### config.mk
export PLATFORM = sky130hd
export DESIGN_NAME = async_rx_core
export DESIGN_NICKNAME = d
export VERILOG_FILES = /design/src/rtl/async_rx_pkg.sv /design/src/rtl/rx_line_sync.sv /design/src/rtl/rx_deser.sv /design/src/rtl/rx_status.sv /design/src/rtl/async_rx_core.sv
export SDC_FILE = /design/constraint.sdc
export NUM_CORES = 1
export LEC_CHECK = 0
export ABC_AREA = 1
export BUFFER_PORTS_ARGS = -buffer_cell sky130_fd_sc_hd__clkbuf_2
export CAP_MARGIN = 0
export CORE_ASPECT_RATIO = 0.9
export CORE_MARGIN = 1.5
export CORE_UTILIZATION = 45
export DETAILED_ROUTE_END_ITERATION = 10
export PLACE_DENSITY_LB_ADDON = 0.2
export RECOVER_POWER = 50
export SYNTH_ARGS = -nofsm -noshare
export SYNTH_HDL_FRONTEND = slang
export SYNTH_SLANG_ARGS = --single-unit
export TNS_END_PERCENT = 5
### constraint.sdc
create_clock -name clk -period 3.3 [get_ports clk]
set_clock_uncertainty 0.05 [all_clocks]
set_input_delay 0.33 -clock clk [delete_from_list [all_inputs] [get_ports clk]]
set_output_delay 0.33 -clock clk [all_outputs]
set_load 0.02 [all_outputs]
### src/rtl/async_rx_pkg.sv
package async_rx_pkg;

  localparam int unsigned MAX_BITS = 9;

  typedef enum logic [2:0] {
    ST_IDLE,
    ST_START,
    ST_DATA,
    ST_PAR,
    ST_STOP,
    ST_WAIT
  } rx_state_e;

  typedef struct packed {
    logic [MAX_BITS-1:0] data;
    logic                par_bad;
    logic                stop_bad;
    logic                brk;
  } rx_char_t;

  // number of data bits for a format code
  function automatic logic [3:0] fmt_bits(input logic [1:0] sel);
    case (sel)
      2'b00:   return 4'd8;
      2'b01:   return 4'd7;
      default: return 4'd9;
    endcase
  endfunction

  // value the parity bit must carry for the given data
  function automatic logic calc_parity(input logic [MAX_BITS-1:0] d,
                                       input logic [3:0] n,
                                       input logic odd);
    logic p;
    p = odd;
    for (int i = 0; i < MAX_BITS; i++) begin
      if (i < int'(n)) p = p ^ d[i];
    end
    return p;
  endfunction

endpackage

### src/rtl/rx_line_sync.sv
module rx_line_sync #(
  parameter int STAGES = 2
) (
  input  logic clk,
  input  logic rst_n,
  input  logic loop_en,
  input  logic pin_in,
  input  logic loop_in,
  output logic line_o
);

  logic              src;
  logic [STAGES-1:0] sh;

  assign src    = loop_en ? loop_in : pin_in;
  assign line_o = sh[STAGES-1];

  always_ff @(posedge clk or negedge rst_n) begin
    if (!rst_n) sh <= '1;
    else        sh <= {sh[STAGES-2:0], src};
  end


  loop_src_chk: assert property (@(posedge clk) disable iff (!rst_n)
    loop_en |=> (sh[0] == $past(loop_in)));

endmodule

### src/rtl/rx_deser.sv
module rx_deser
  import async_rx_pkg::*;
#(
  parameter int OSR = 16
) (
  input  logic     clk,
  input  logic     rst_n,
  input  logic     tick,
  input  logic     line,
  input  logic [3:0] nbits,
  input  logic     par_en,
  input  logic     par_odd,
  output logic     done_o,
  output rx_char_t chr_o
);

  localparam int CNT_W = $clog2(OSR);
  localparam logic [CNT_W-1:0] MID  = CNT_W'(OSR/2 - 1);
  localparam logic [CNT_W-1:0] LAST = CNT_W'(OSR - 1);

  rx_state_e             state;
  logic [CNT_W-1:0]      cnt;
  logic [3:0]            idx;
  logic [MAX_BITS-1:0]   shreg;
  logic                  zero_q;
  logic                  par_q;
  logic                  done_q;
  rx_char_t              chr_q;

  logic bit_mid;
  logic stop_low;
  logic all_low;
  assign bit_mid  = (cnt == LAST);
  assign stop_low = !line;
  assign all_low  = zero_q && stop_low;

  assign done_o = done_q;
  assign chr_o  = chr_q;

  always_ff @(posedge clk or negedge rst_n) begin
    if (!rst_n) begin
      state  <= ST_IDLE;
      cnt    <= '0;
      idx    <= '0;
      shreg  <= '0;
      zero_q <= 1'b1;
      par_q  <= 1'b0;
      done_q <= 1'b0;
      chr_q  <= '0;
    end else begin
      done_q <= 1'b0;
      if (state == ST_WAIT) begin
        if (line) state <= ST_IDLE;
      end else if (tick) begin
        case (state)
          ST_IDLE: begin
            if (!line) begin
              state  <= ST_START;
              cnt    <= '0;
              idx    <= '0;
              shreg  <= '0;
              zero_q <= 1'b1;
            end
          end
          ST_START: begin
            if (cnt == MID) begin
              cnt   <= '0;
              state <= line ? ST_IDLE : ST_DATA;
            end else begin
              cnt <= cnt + 1'b1;
            end
          end
          ST_DATA: begin
            if (bit_mid) begin
              cnt        <= '0;
              shreg[idx] <= line;
              if (line) zero_q <= 1'b0;
              idx <= idx + 4'd1;
              if (idx == nbits - 4'd1) state <= par_en ? ST_PAR : ST_STOP;
            end else begin
              cnt <= cnt + 1'b1;
            end
          end
          ST_PAR: begin
            if (bit_mid) begin
              cnt   <= '0;
              par_q <= line;
              if (line) zero_q <= 1'b0;
              state <= ST_STOP;
            end else begin
              cnt <= cnt + 1'b1;
            end
          end
          ST_STOP: begin
            if (bit_mid) begin
              cnt            <= '0;
              done_q         <= 1'b1;
              chr_q.data     <= shreg;
              chr_q.brk      <= all_low;
              chr_q.stop_bad <= stop_low && !zero_q;
              chr_q.par_bad  <= par_en && !all_low &&
                                (par_q != calc_parity(shreg, nbits, par_odd));
              state          <= line ? ST_IDLE : ST_WAIT;
            end else begin
              cnt <= cnt + 1'b1;
            end
          end
          default: state <= ST_IDLE;
        endcase
      end
    end
  end


  start_glitch_chk: assert property (@(posedge clk) disable iff (!rst_n)
    (state == ST_START && tick && cnt == MID && line) |=> (state == ST_IDLE));


  brk_not_frm_chk: assert property (@(posedge clk) disable iff (!rst_n)
    done_q |-> !(chr_q.brk && chr_q.stop_bad));


  wait_high_chk: assert property (@(posedge clk) disable iff (!rst_n)
    (state == ST_WAIT && !line) |=> (state == ST_WAIT));

endmodule

### src/rtl/rx_status.sv
module rx_status
  import async_rx_pkg::*;
(
  input  logic       clk,
  input  logic       rst_n,
  input  logic       done,
  input  rx_char_t   chr,
  input  logic       line,
  input  logic       buf_rd,
  input  logic       stat_rd,
  input  logic       attn_wr,
  input  logic       attn_wdata,
  input  logic       rie,
  output logic [7:0] rx_data,
  output logic       rx_bit9,
  output logic       buf_full,
  output logic       ovr_err,
  output logic       frm_err,
  output logic       par_err,
  output logic       brk_det,
  output logic       err_any,
  output logic       attn_mode,
  output logic       rx_active,
  output logic       rx_irq
);

  logic [MAX_BITS-1:0] buf_q;
  logic full_q, ovr_q, frm_q, par_q, brk_q, attn_q, act_q;

  // named internal events
  logic accept_evt, load_evt, ovr_evt, bad_line_evt;
  assign accept_evt   = done && !chr.brk && (!attn_q || chr.data[8]);
  assign load_evt     = accept_evt && (!full_q || buf_rd);
  assign ovr_evt      = accept_evt && full_q && !buf_rd;
  assign bad_line_evt = done && (chr.stop_bad || chr.brk);

  always_ff @(posedge clk or negedge rst_n) begin
    if (!rst_n) begin
      buf_q  <= '0;
      full_q <= 1'b0;
      ovr_q  <= 1'b0;
      frm_q  <= 1'b0;
      par_q  <= 1'b0;
      brk_q  <= 1'b0;
      attn_q <= 1'b0;
      act_q  <= 1'b0;
    end else begin
      if (load_evt) begin
        buf_q  <= chr.data;
        full_q <= 1'b1;
      end else if (buf_rd) begin
        full_q <= 1'b0;
      end
      ovr_q <= ovr_evt                    || (ovr_q && !stat_rd);
      frm_q <= (done && chr.stop_bad)     || (frm_q && !stat_rd);
      par_q <= (done && chr.par_bad)      || (par_q && !stat_rd);
      brk_q <= (done && chr.brk)          || (brk_q && !stat_rd);
      if (attn_wr)                    attn_q <= attn_wdata;
      else if (done && chr.data[8])   attn_q <= 1'b0;
      if (bad_line_evt)  act_q <= 1'b1;
      else if (line)     act_q <= 1'b0;
    end
  end

  assign rx_data   = buf_q[7:0];
  assign rx_bit9   = buf_q[8];
  assign buf_full  = full_q;
  assign ovr_err   = ovr_q;
  assign frm_err   = frm_q;
  assign par_err   = par_q;
  assign brk_det   = brk_q;
  assign err_any   = ovr_q | frm_q | par_q | brk_q;
  assign attn_mode = attn_q;
  assign rx_active = act_q;
  assign rx_irq    = full_q & rie;


  ovr_keeps_data_chk: assert property (@(posedge clk) disable iff (!rst_n)
    ovr_evt |=> ($stable(buf_q) && ovr_err));


  rd_empties_chk: assert property (@(posedge clk) disable iff (!rst_n)
    (buf_rd && !done) |=> !buf_full);


  stat_clear_chk: assert property (@(posedge clk) disable iff (!rst_n)
    (stat_rd && !done) |=> !(ovr_err || frm_err || par_err || brk_det));


  attn_exit_chk: assert property (@(posedge clk) disable iff (!rst_n)
    (done && chr.data[8] && !attn_wr) |=> !attn_mode);


  active_fall_chk: assert property (@(posedge clk) disable iff (!rst_n)
    (rx_active && line && !done) |=> !rx_active);


  irq_mask_chk: assert property (@(posedge clk) disable iff (!rst_n)
    !rie |-> !rx_irq);


  brk_no_store_chk: assert property (@(posedge clk) disable iff (!rst_n)
    (done && chr.brk && !buf_rd) |=> $stable(buf_full));

endmodule

### src/rtl/async_rx_core.sv
module async_rx_core
  import async_rx_pkg::*;
#(
  parameter int OSR         = 16,
  parameter int SYNC_STAGES = 2
) (
  input  logic       clk,
  input  logic       rst_n,
  input  logic       baud_tick,
  input  logic       rx_pin,
  input  logic       tx_loop,
  input  logic [1:0] fmt_sel,
  input  logic       par_en,
  input  logic       par_odd,
  input  logic       rx_int_en,
  input  logic       buf_rd,
  input  logic       stat_rd,
  input  logic       attn_wr,
  input  logic       attn_wdata,
  output logic [7:0] rx_data,
  output logic       rx_bit9,
  output logic       buf_full,
  output logic       ovr_err,
  output logic       frm_err,
  output logic       par_err,
  output logic       brk_det,
  output logic       err_any,
  output logic       attn_mode,
  output logic       rx_active,
  output logic       rx_irq
);

  logic       loop_en;
  logic       line_s;
  logic [3:0] nbits;
  logic       done_w;
  rx_char_t   chr_w;

  assign loop_en = (fmt_sel == 2'b11);
  assign nbits   = fmt_bits(fmt_sel);

  rx_line_sync #(.STAGES(SYNC_STAGES)) u_sync (
    .clk     (clk),
    .rst_n   (rst_n),
    .loop_en (loop_en),
    .pin_in  (rx_pin),
    .loop_in (tx_loop),
    .line_o  (line_s)
  );

  rx_deser #(.OSR(OSR)) u_deser (
    .clk     (clk),
    .rst_n   (rst_n),
    .tick    (baud_tick),
    .line    (line_s),
    .nbits   (nbits),
    .par_en  (par_en),
    .par_odd (par_odd),
    .done_o  (done_w),
    .chr_o   (chr_w)
  );

  rx_status u_status (
    .clk        (clk),
    .rst_n      (rst_n),
    .done       (done_w),
    .chr        (chr_w),
    .line       (line_s),
    .buf_rd     (buf_rd),
    .stat_rd    (stat_rd),
    .attn_wr    (attn_wr),
    .attn_wdata (attn_wdata),
    .rie        (rx_int_en),
    .rx_data    (rx_data),
    .rx_bit9    (rx_bit9),
    .buf_full   (buf_full),
    .ovr_err    (ovr_err),
    .frm_err    (frm_err),
    .par_err    (par_err),
    .brk_det    (brk_det),
    .err_any    (err_any),
    .attn_mode  (attn_mode),
    .rx_active  (rx_active),
    .rx_irq     (rx_irq)
  );

endmodule

==> results of run 1 <==
[power groups by stage]
stage,clock (W),combinational (W),sequential [W]
floorplan,0,0.000440,0.000759
global placement,0,0.000497,0.000789
detailed placement,0,0.000501,0.000792
CTS,0.000387,0.000505,0.000780
global route,0.000413,0.000573,0.000789
finish,0.000374,0.000499,0.000778
[layer usage]
metal  up-vias  share of wire, %  routed length, um  global-route usage (%)
met4         0               1.8                 89                    5.74
met3        10               3.9                186                    3.77
met2        33                42               2040                    25.0
li1       1110                 -                  -                       -
met5         -                 0                  0                       0
met1       925                52               2500                    22.3
[cell families after synthesis]
group           share of synthesized area, %
xor+xnor                                1.92
simple gates                            23.5
fa+ha+maj                               3.20
flops                                   48.7
buf+inv                                 9.38
compound gates                          13.3
[final timing paths]
kind                                              start                             to  slack [ns]  cells after the start
setup / recovery                                  rst_n  u_deser.chr_o[10]$_DFFE_PN0P_        1.12                      2
hold / removal                               fmt_sel[0]         u_sync.sh[0]$_DFF_PN1_        0.15                      2
setup reg to reg           u_deser.state[0]$_DFFE_PN0P_   u_deser.chr_o[2]$_DFFE_PN0P_        1.32                      7
hold reg to reg                  u_sync.sh[0]$_DFF_PN1_         u_sync.sh[1]$_DFF_PN1_        0.32                      0
max in group clk           u_deser.state[0]$_DFFE_PN0P_   u_deser.chr_o[2]$_DFFE_PN0P_        1.32                      7
min in group asynchronous                         rst_n     u_status.brk_det$_DFF_PN0_        0.39                      1
[state kept, by name (all words and copies together), names as in the netlist, 2 cells and up]
name and cells:
u_deser.state 3, u_sync.sh 2, u_deser.shreg 9, u_deser.idx 4
u_deser.chr_o 12, u_deser.cnt 4, u_status.buf_q 9
[layout make-up]
cell class | count | area, sq um | share of cell area, %
sequential | 53 | 1330 | 43.8
multi-input combinational | 213 | 1150 | 37.8
inverter | 59 | 226 | 7.45
timing repair buffer | 32 | 156 | 5.15
tap | 70 | 87.6 | 2.88
clock buffer | 5 | 68.8 | 2.27
clock inverter | 3 | 21.3 | 0.700
[Yosys cell counts, drive strengths merged]
cell,n
nand4,3
o21ai,44
clkbuf,1
o22ai,5
xnor2,1
nor2,31
dfrtp,50
nand3b,1
xor2,5
dfstp,3
buf,4
a31oi,1
nor3,2
or2,1
nand3,18
ha,7
a22o,1
nand2,75
a21oi,17
inv,59
a32oi,1
[metrics by stage]
step | util [%] | setup slack [ns]
floorplan | - | 1.62
global placement | 51.3 | 1.36
detailed placement | 51.3 | 1.31
CTS | 52.9 | 1.29
global route | 52.8 | 0.523
finish | 52.8 | 1.12
==> results.cfg, run 1 <==
[cells_and_area]
stdcell_count = 435
finalInstanceArea_sq_um = 3040
nFillCells = 563
most_frequent_cells_in_the_layout = 69 x nand2_1, 50 x inv_1, 50 x dfrtp_1, 31 x o21ai_0, 29 x clkbuf_2
drive_gt1_share_pct = 17.8
syn_to_final_growth_pct = 11.1
layout_commonest_cell = nand2_1
nets = 385
antenna_cells = 0

[logic_synthesis]
synth_top_area_share_pct = 45.8
synth_sequential_area_ratio_pct = 48.6
yosysWarningCount = 0
synthesis.area_sq_um = 2730
synth_cell_types = 33
syn_avg_cell_area_sq_um = 8.28
synth-seq-cells = 53
syn-instance-count = 330
syn_nets = 351
top_post_synthesis_cells_by_area = dfrtp_1 46%, nand2_1 9.5%, inv_1 6.9%
synth_largest_area_cell = dfrtp_1

[die]
floorplan.rows = 26
coreArea_sq_um = 5760
design.die.area_sq_um = 6550
die_width_um = 85.2
die_height_um = 76.9
initial_utilization_pct = 47.5
i_o_pin_count = 32

[critical_path]
cp_buf_inv_count = 2
worst_path_max_delay_cell = clkbuf_1
startpoint_type = input pin
crit_chain = clkbuf_1, clkbuf_1
cpPeakStageDelay_ns = 1.19
critical_path_required_ns = 3.53
crit_top_cell = clkbuf_1
cp.arrival_ns = 2.42
critical_path_class = input pin to asynchronous set/reset pin
end_kind = asynchronous set/reset pin
critPathTopFamily = buffers and inverters
critPathMaxFanout = 32

[power]
power.share.clock_pct = 22.6
pwr_density_cell_nw_per_um2 = 543
switching_part_of_the_total_power_pct = 38.2
total_power_w = 0.00165
cellLeakagePower_nw = 1.59
p_seq_share_pct = 47.1
power.share.combinational_pct = 30.2
cellInternalPower_w = 0.00102
p_sw_w = 0.000631
vdd.ir_drop.worst_v = 0.000290

[clocking]
postCtsHoldBufs = 0
cts-htree-levels = 2
cts.reportedPaths.clkPinSlew_ns = 0.10
clock-root-buffer = clkbuf_8
cts-resized-gates = 0
cts_inserted_buffers = 5
clock_insertion_delay_worst_skew_ns = 0.31
clkSinkCount = 53
cts_buffer_depth = 2
cts_tree = yes
post-cts-setup-buffers = 0

[timing]
max_freq_mhz = 458
fin_hold_ws_ns = 0.145
grt_setup_unrepaired = no
layout_min_cycle_time_ns = 2.18
hold_viol = 0
slew_of_the_pin_with_the_lowest_slew_margin_ns = 1.68
finalSetupViolations = 0
timing.final.max_slew_violations = 33
slew_headroom_pct = -12.3
timing.setup.tns_ns = 0
min_period_over_period_pct = 66.2

[route]
totalWireLength_mm = 4.82
antenna_violating_nets_post_route = 0
avgViaCountPerCell = 4.78
remaining_routing_drc_violations = 2
detailroute.via_count = 2078
dr.first_iter.drc_count = 114
drt_first_pass_iters = 7
routedWlPerCell_um = 11.1

[placement]
gp_weighted_congestion = 0.824
placed_cells_incl_taps = 427
dp_hpwl_mm = 3.70
io_buffers = 31
postPlaceCellArea_sq_um = 2950

[global_route]
grt_first_pass_wirelength_mm = 8.56
grt_use_total_pct = 16.2
overflow = 0
grt_pass1_vias = 1947
number_of_antenna_violations_at_the_first_check_in_global_routing = 0
grt_start_max_net_pins = 33

[hold_path]
hold_path.class = input pin to flop

[flow_run]
max-cap-violations = 1

[status]
status = finished, violations left
failing_checks = DRC, capacitance limit, slew limit
Power figures use the tool's default switching activity.
==> run 2: changes to the inputs <==
--- a/config.mk
+++ b/config.mk
@@ -5,7 +5,7 @@
 export SDC_FILE = /design/constraint.sdc
 export NUM_CORES = 1
 export LEC_CHECK = 0
-export ABC_AREA = 1
+export ABC_AREA = 0
 export BUFFER_PORTS_ARGS = -buffer_cell sky130_fd_sc_hd__clkbuf_2
 export CAP_MARGIN = 0
 export CORE_ASPECT_RATIO = 0.9
==> constraint.sdc (replaced) <==
create_clock -name clk -period 1.8 [get_ports clk]
set_clock_uncertainty 0.05 [all_clocks]
set_input_delay 0.18 -clock clk [delete_from_list [all_inputs] [get_ports clk]]
set_output_delay 0.18 -clock clk [all_outputs]
set_load 0.02 [all_outputs]
==> run 2 against run 1 <==
Against the previous run:
- sequential power rose by 89%
- clock-buffer cell count rose by 1
- register-to-register slack got worse by 1.4 ns
- the run ends with setup timing left
- largest power group is now combinational cells
- power rose by 130%
- cell count fell by 9.9%
- clock power rose by 110%
- sequential share of layout area fell by 4.0 points
- critical path depth rose by 3
- setup slack got worse by 1.2 ns
- synthesized cell count fell by 23%
- first-iteration DRC count rose by 33%
==> results.cfg, run 2 <==
[clocking]
cts_inserted_buffers = 5
cts_tree = yes
clock-root-buffer = clkbuf_8
cts_buffer_depth = 2
clock_insertion_delay_worst_skew_ns = 0.31
cts-htree-levels = 2
clkSinkCount = 53
cts.reportedPaths.clkPinSlew_ns = 0.09

[route]
routedWlPerCell_um = 13.5
totalWireLength_mm = 5.31
detailroute.via_count = 2042
dr.first_iter.drc_count = 152
antenna_violating_nets_post_route = 0
remaining_routing_drc_violations = 0
avgViaCountPerCell = 5.21
drt_first_pass_iters = 4

[power]
p_sw_w = 0.00126
cellLeakagePower_nw = 1.62
power.share.combinational_pct = 40.5
cellInternalPower_w = 0.00256
p_seq_share_pct = 38.5
power.share.clock_pct = 21.0
switching_part_of_the_total_power_pct = 33.0
vdd.ir_drop.worst_v = 0.000492
pwr_density_cell_nw_per_um2 = 1140

[hold_path]
hold-path-endpoint = u_status.attn_mode$_DFFE_PN0P_
worst_hold_startpoint = attn_wdata
worst_hold_path.num_cells = 3
hold_path.class = input pin to flop

[critical_path]
end_kind = flop
startpoint_type = flop
critPathMaxFanout = 7
setup.reg_to_reg.worst_slack_ns = -0.08
regToRegStartpoint = u_deser.state[0]$_DFFE_PN0P_
critical_register_to_register_path_endpoint = u_deser.shreg[3]$_DFFE_PN0P_
cp.arrival_ns = 2.03
critical_path_class = flop to flop
critical_path_required_ns = 1.95
reg2regPathDepth = 5

[die]
coreArea_sq_um = 5730
i_o_pin_count = 32
die_height_um = 76.2
floorplan.rows = 26
initial_utilization_pct = 46.8
design.die.area_sq_um = 6420
die_width_um = 84.3

[timing]
hold_viol = 0
min_period_over_period_pct = 104
finalSetupViolations = 6
slew_of_the_pin_with_the_lowest_slew_margin_ns = 1.29
timing.final.max_slew_violations = 0
max_freq_mhz = 533
layout_setup_ws_ns = -0.0766
grt_setup_unrepaired = yes
layout_min_cycle_time_ns = 1.88
slew_headroom_pct = 14.2

[placement]
postPlaceCellArea_sq_um = 3160
dp_hpwl_mm = 3.86
io_buffers = 31
gp_weighted_congestion = 0.800
placement.setup.worst_slack_ns = -0.229

[logic_synthesis]
synth_cell_types = 42
synth_flop_cell = dfrtp_1
synth-seq-cells = 53
yosys-top-cells-count = 50 x dfrtp_1, 34 x nand2_1, 21 x mux2_2
top_post_synthesis_cells_by_area = dfrtp_1 47%, mux2_2 8.8%, nand2_1 4.8%
synth_top_area_share_pct = 46.7
synth_largest_area_cell = dfrtp_1
async_flop_share_pct = 100
post-synth-top-count-cell = dfrtp_1
syn_avg_cell_area_sq_um = 10.5
synth_sequential_area_ratio_pct = 49.7
synthesis.area_sq_um = 2680
syn_nets = 275
synth-edff-count = 0
yosysWarningCount = 0
syn-instance-count = 254

[cells_and_area]
most_frequent_cells_in_the_layout = 50 x dfrtp_1, 36 x buf_4, 34 x nand2_1, 32 x clkbuf_2, 20 x mux2_2
drive_gt1_share_pct = 37.6
largest_reg_flops = 12
layout_commonest_cell = dfrtp_1
multi_input_comb_area_sq_um = 1300
finalInstanceArea_sq_um = 3340
antenna_cells = 0
nFillCells = 517
syn_to_final_growth_pct = 24.8
nets = 342
area.sequential_sq_um = 1330

[global_route]
number_of_antenna_violations_at_the_first_check_in_global_routing = 0
overflow = 0
grt_first_pass_wirelength_mm = 9.34
grt_use_total_pct = 18.1
grt_pass1_vias = 2043
grt_start_max_net_pins = 54

[status]
status = finished, violations left
failing_checks = setup timing

[flow_run]
max-cap-violations = 0
## run 2: cell type report
| class | count | share of cell area [%] |
|---|---|---|
| Clock buffer | 6 | 2.17 |
| Clock inverter | 2 | 1.16 |
| Inverter | 10 | 1.12 |
| Multi-Input combinational cell | 179 | 38.8 |
| Sequential cell | 53 | 39.8 |
| Tap cell | 70 | 2.62 |
| Timing Repair Buffer | 72 | 14.3 |
## run 2: logic make-up after synthesis
logic type                 count (synthesis)  share of synthesized area [%]
buffers and inverters                     22                           3.32
muxes                                     21                           8.83
xor gates and xnor gates                  18                           5.89
DFF                                       53                           49.7
AOI/OAI and AO/OA                         56                           14.0
and+or+nand+nor                           77                           15.0
adders and majority gates                  7                           3.27
## run 2: per-stage QoR
step | std cells | TNS (ns) | total power (W) | hold slack [ns] | util (%)
after floorplan | 254 | -0.0654 | 0.00237 | -0.166 | -
after global placement | 378 | -0.487 | 0.00291 | 0.153 | 55.2
after detailed placement | 378 | -0.934 | 0.00294 | 0.152 | 55.2
after CTS | 389 | -0.295 | 0.00379 | 0.0123 | 57.8
after global routing | 392 | -4.82 | 0.00410 | 0.0305 | 58.4
final | 392 | -0.291 | 0.00382 | 0.0244 | 58.4
## run 2: how the worst max path moves through the flow
stage	startpoint	to	slack, ns	cells after the start
after CTS	u_deser.state[0]$_DFFE_PN0P_	u_deser.shreg[3]$_DFFE_PN0P_	-0.07	5
after global routing	u_deser.state[0]$_DFFE_PN0P_	u_deser.shreg[3]$_DFFE_PN0P_	-0.16	5
after floorplan	u_deser.state[1]$_DFFE_PN0P_	u_deser.state[0]$_DFFE_PN0P_	-0.02	6
after detailed placement	fmt_sel[0]	u_deser.state[0]$_DFFE_PN0P_	-0.23	8
after global placement	fmt_sel[0]	u_deser.state[0]$_DFFE_PN0P_	-0.14	8
final	u_deser.state[0]$_DFFE_PN0P_	u_deser.shreg[3]$_DFFE_PN0P_	-0.08	5
## run 2: metal layers
layer  routed length [um]  track usage, %
met5                    0               0
met1                 2480            24.3
met3                  223            3.79
met4                   79            6.89
met2                 2530            28.7
## run 2: worst max-delay path: stages (launching register included)
cell and delay (ns):
dfrtp_1 0.41, or3b_4 0.42, a211oi_4 0.21, nor3b_4 0.37
a21oi_1 0.11, a31o_1 0.20
## run 2: timing repair
action | in CTS | in global routing
gates resized for setup | 2 | 7
endpoints found under the setup margin | 10 | 20
hold buffers | 2 | 0
pin swaps | 10 | 2
setup buffers | 1 | 3
hold endpoints to repair | 51 | 0
## run 2: power groups by stage
stage / combinational (W) / clock [W] / sequential (W)
CTS: 0.00147 / 0.000841 / 0.00147
finish: 0.00155 / 0.000803 / 0.00147
global route: 0.00171 / 0.000890 / 0.00150
global placement: 0.00142 / 0 / 0.00149
floorplan: 0.000899 / 0 / 0.00147
detailed placement: 0.00145 / 0 / 0.00149
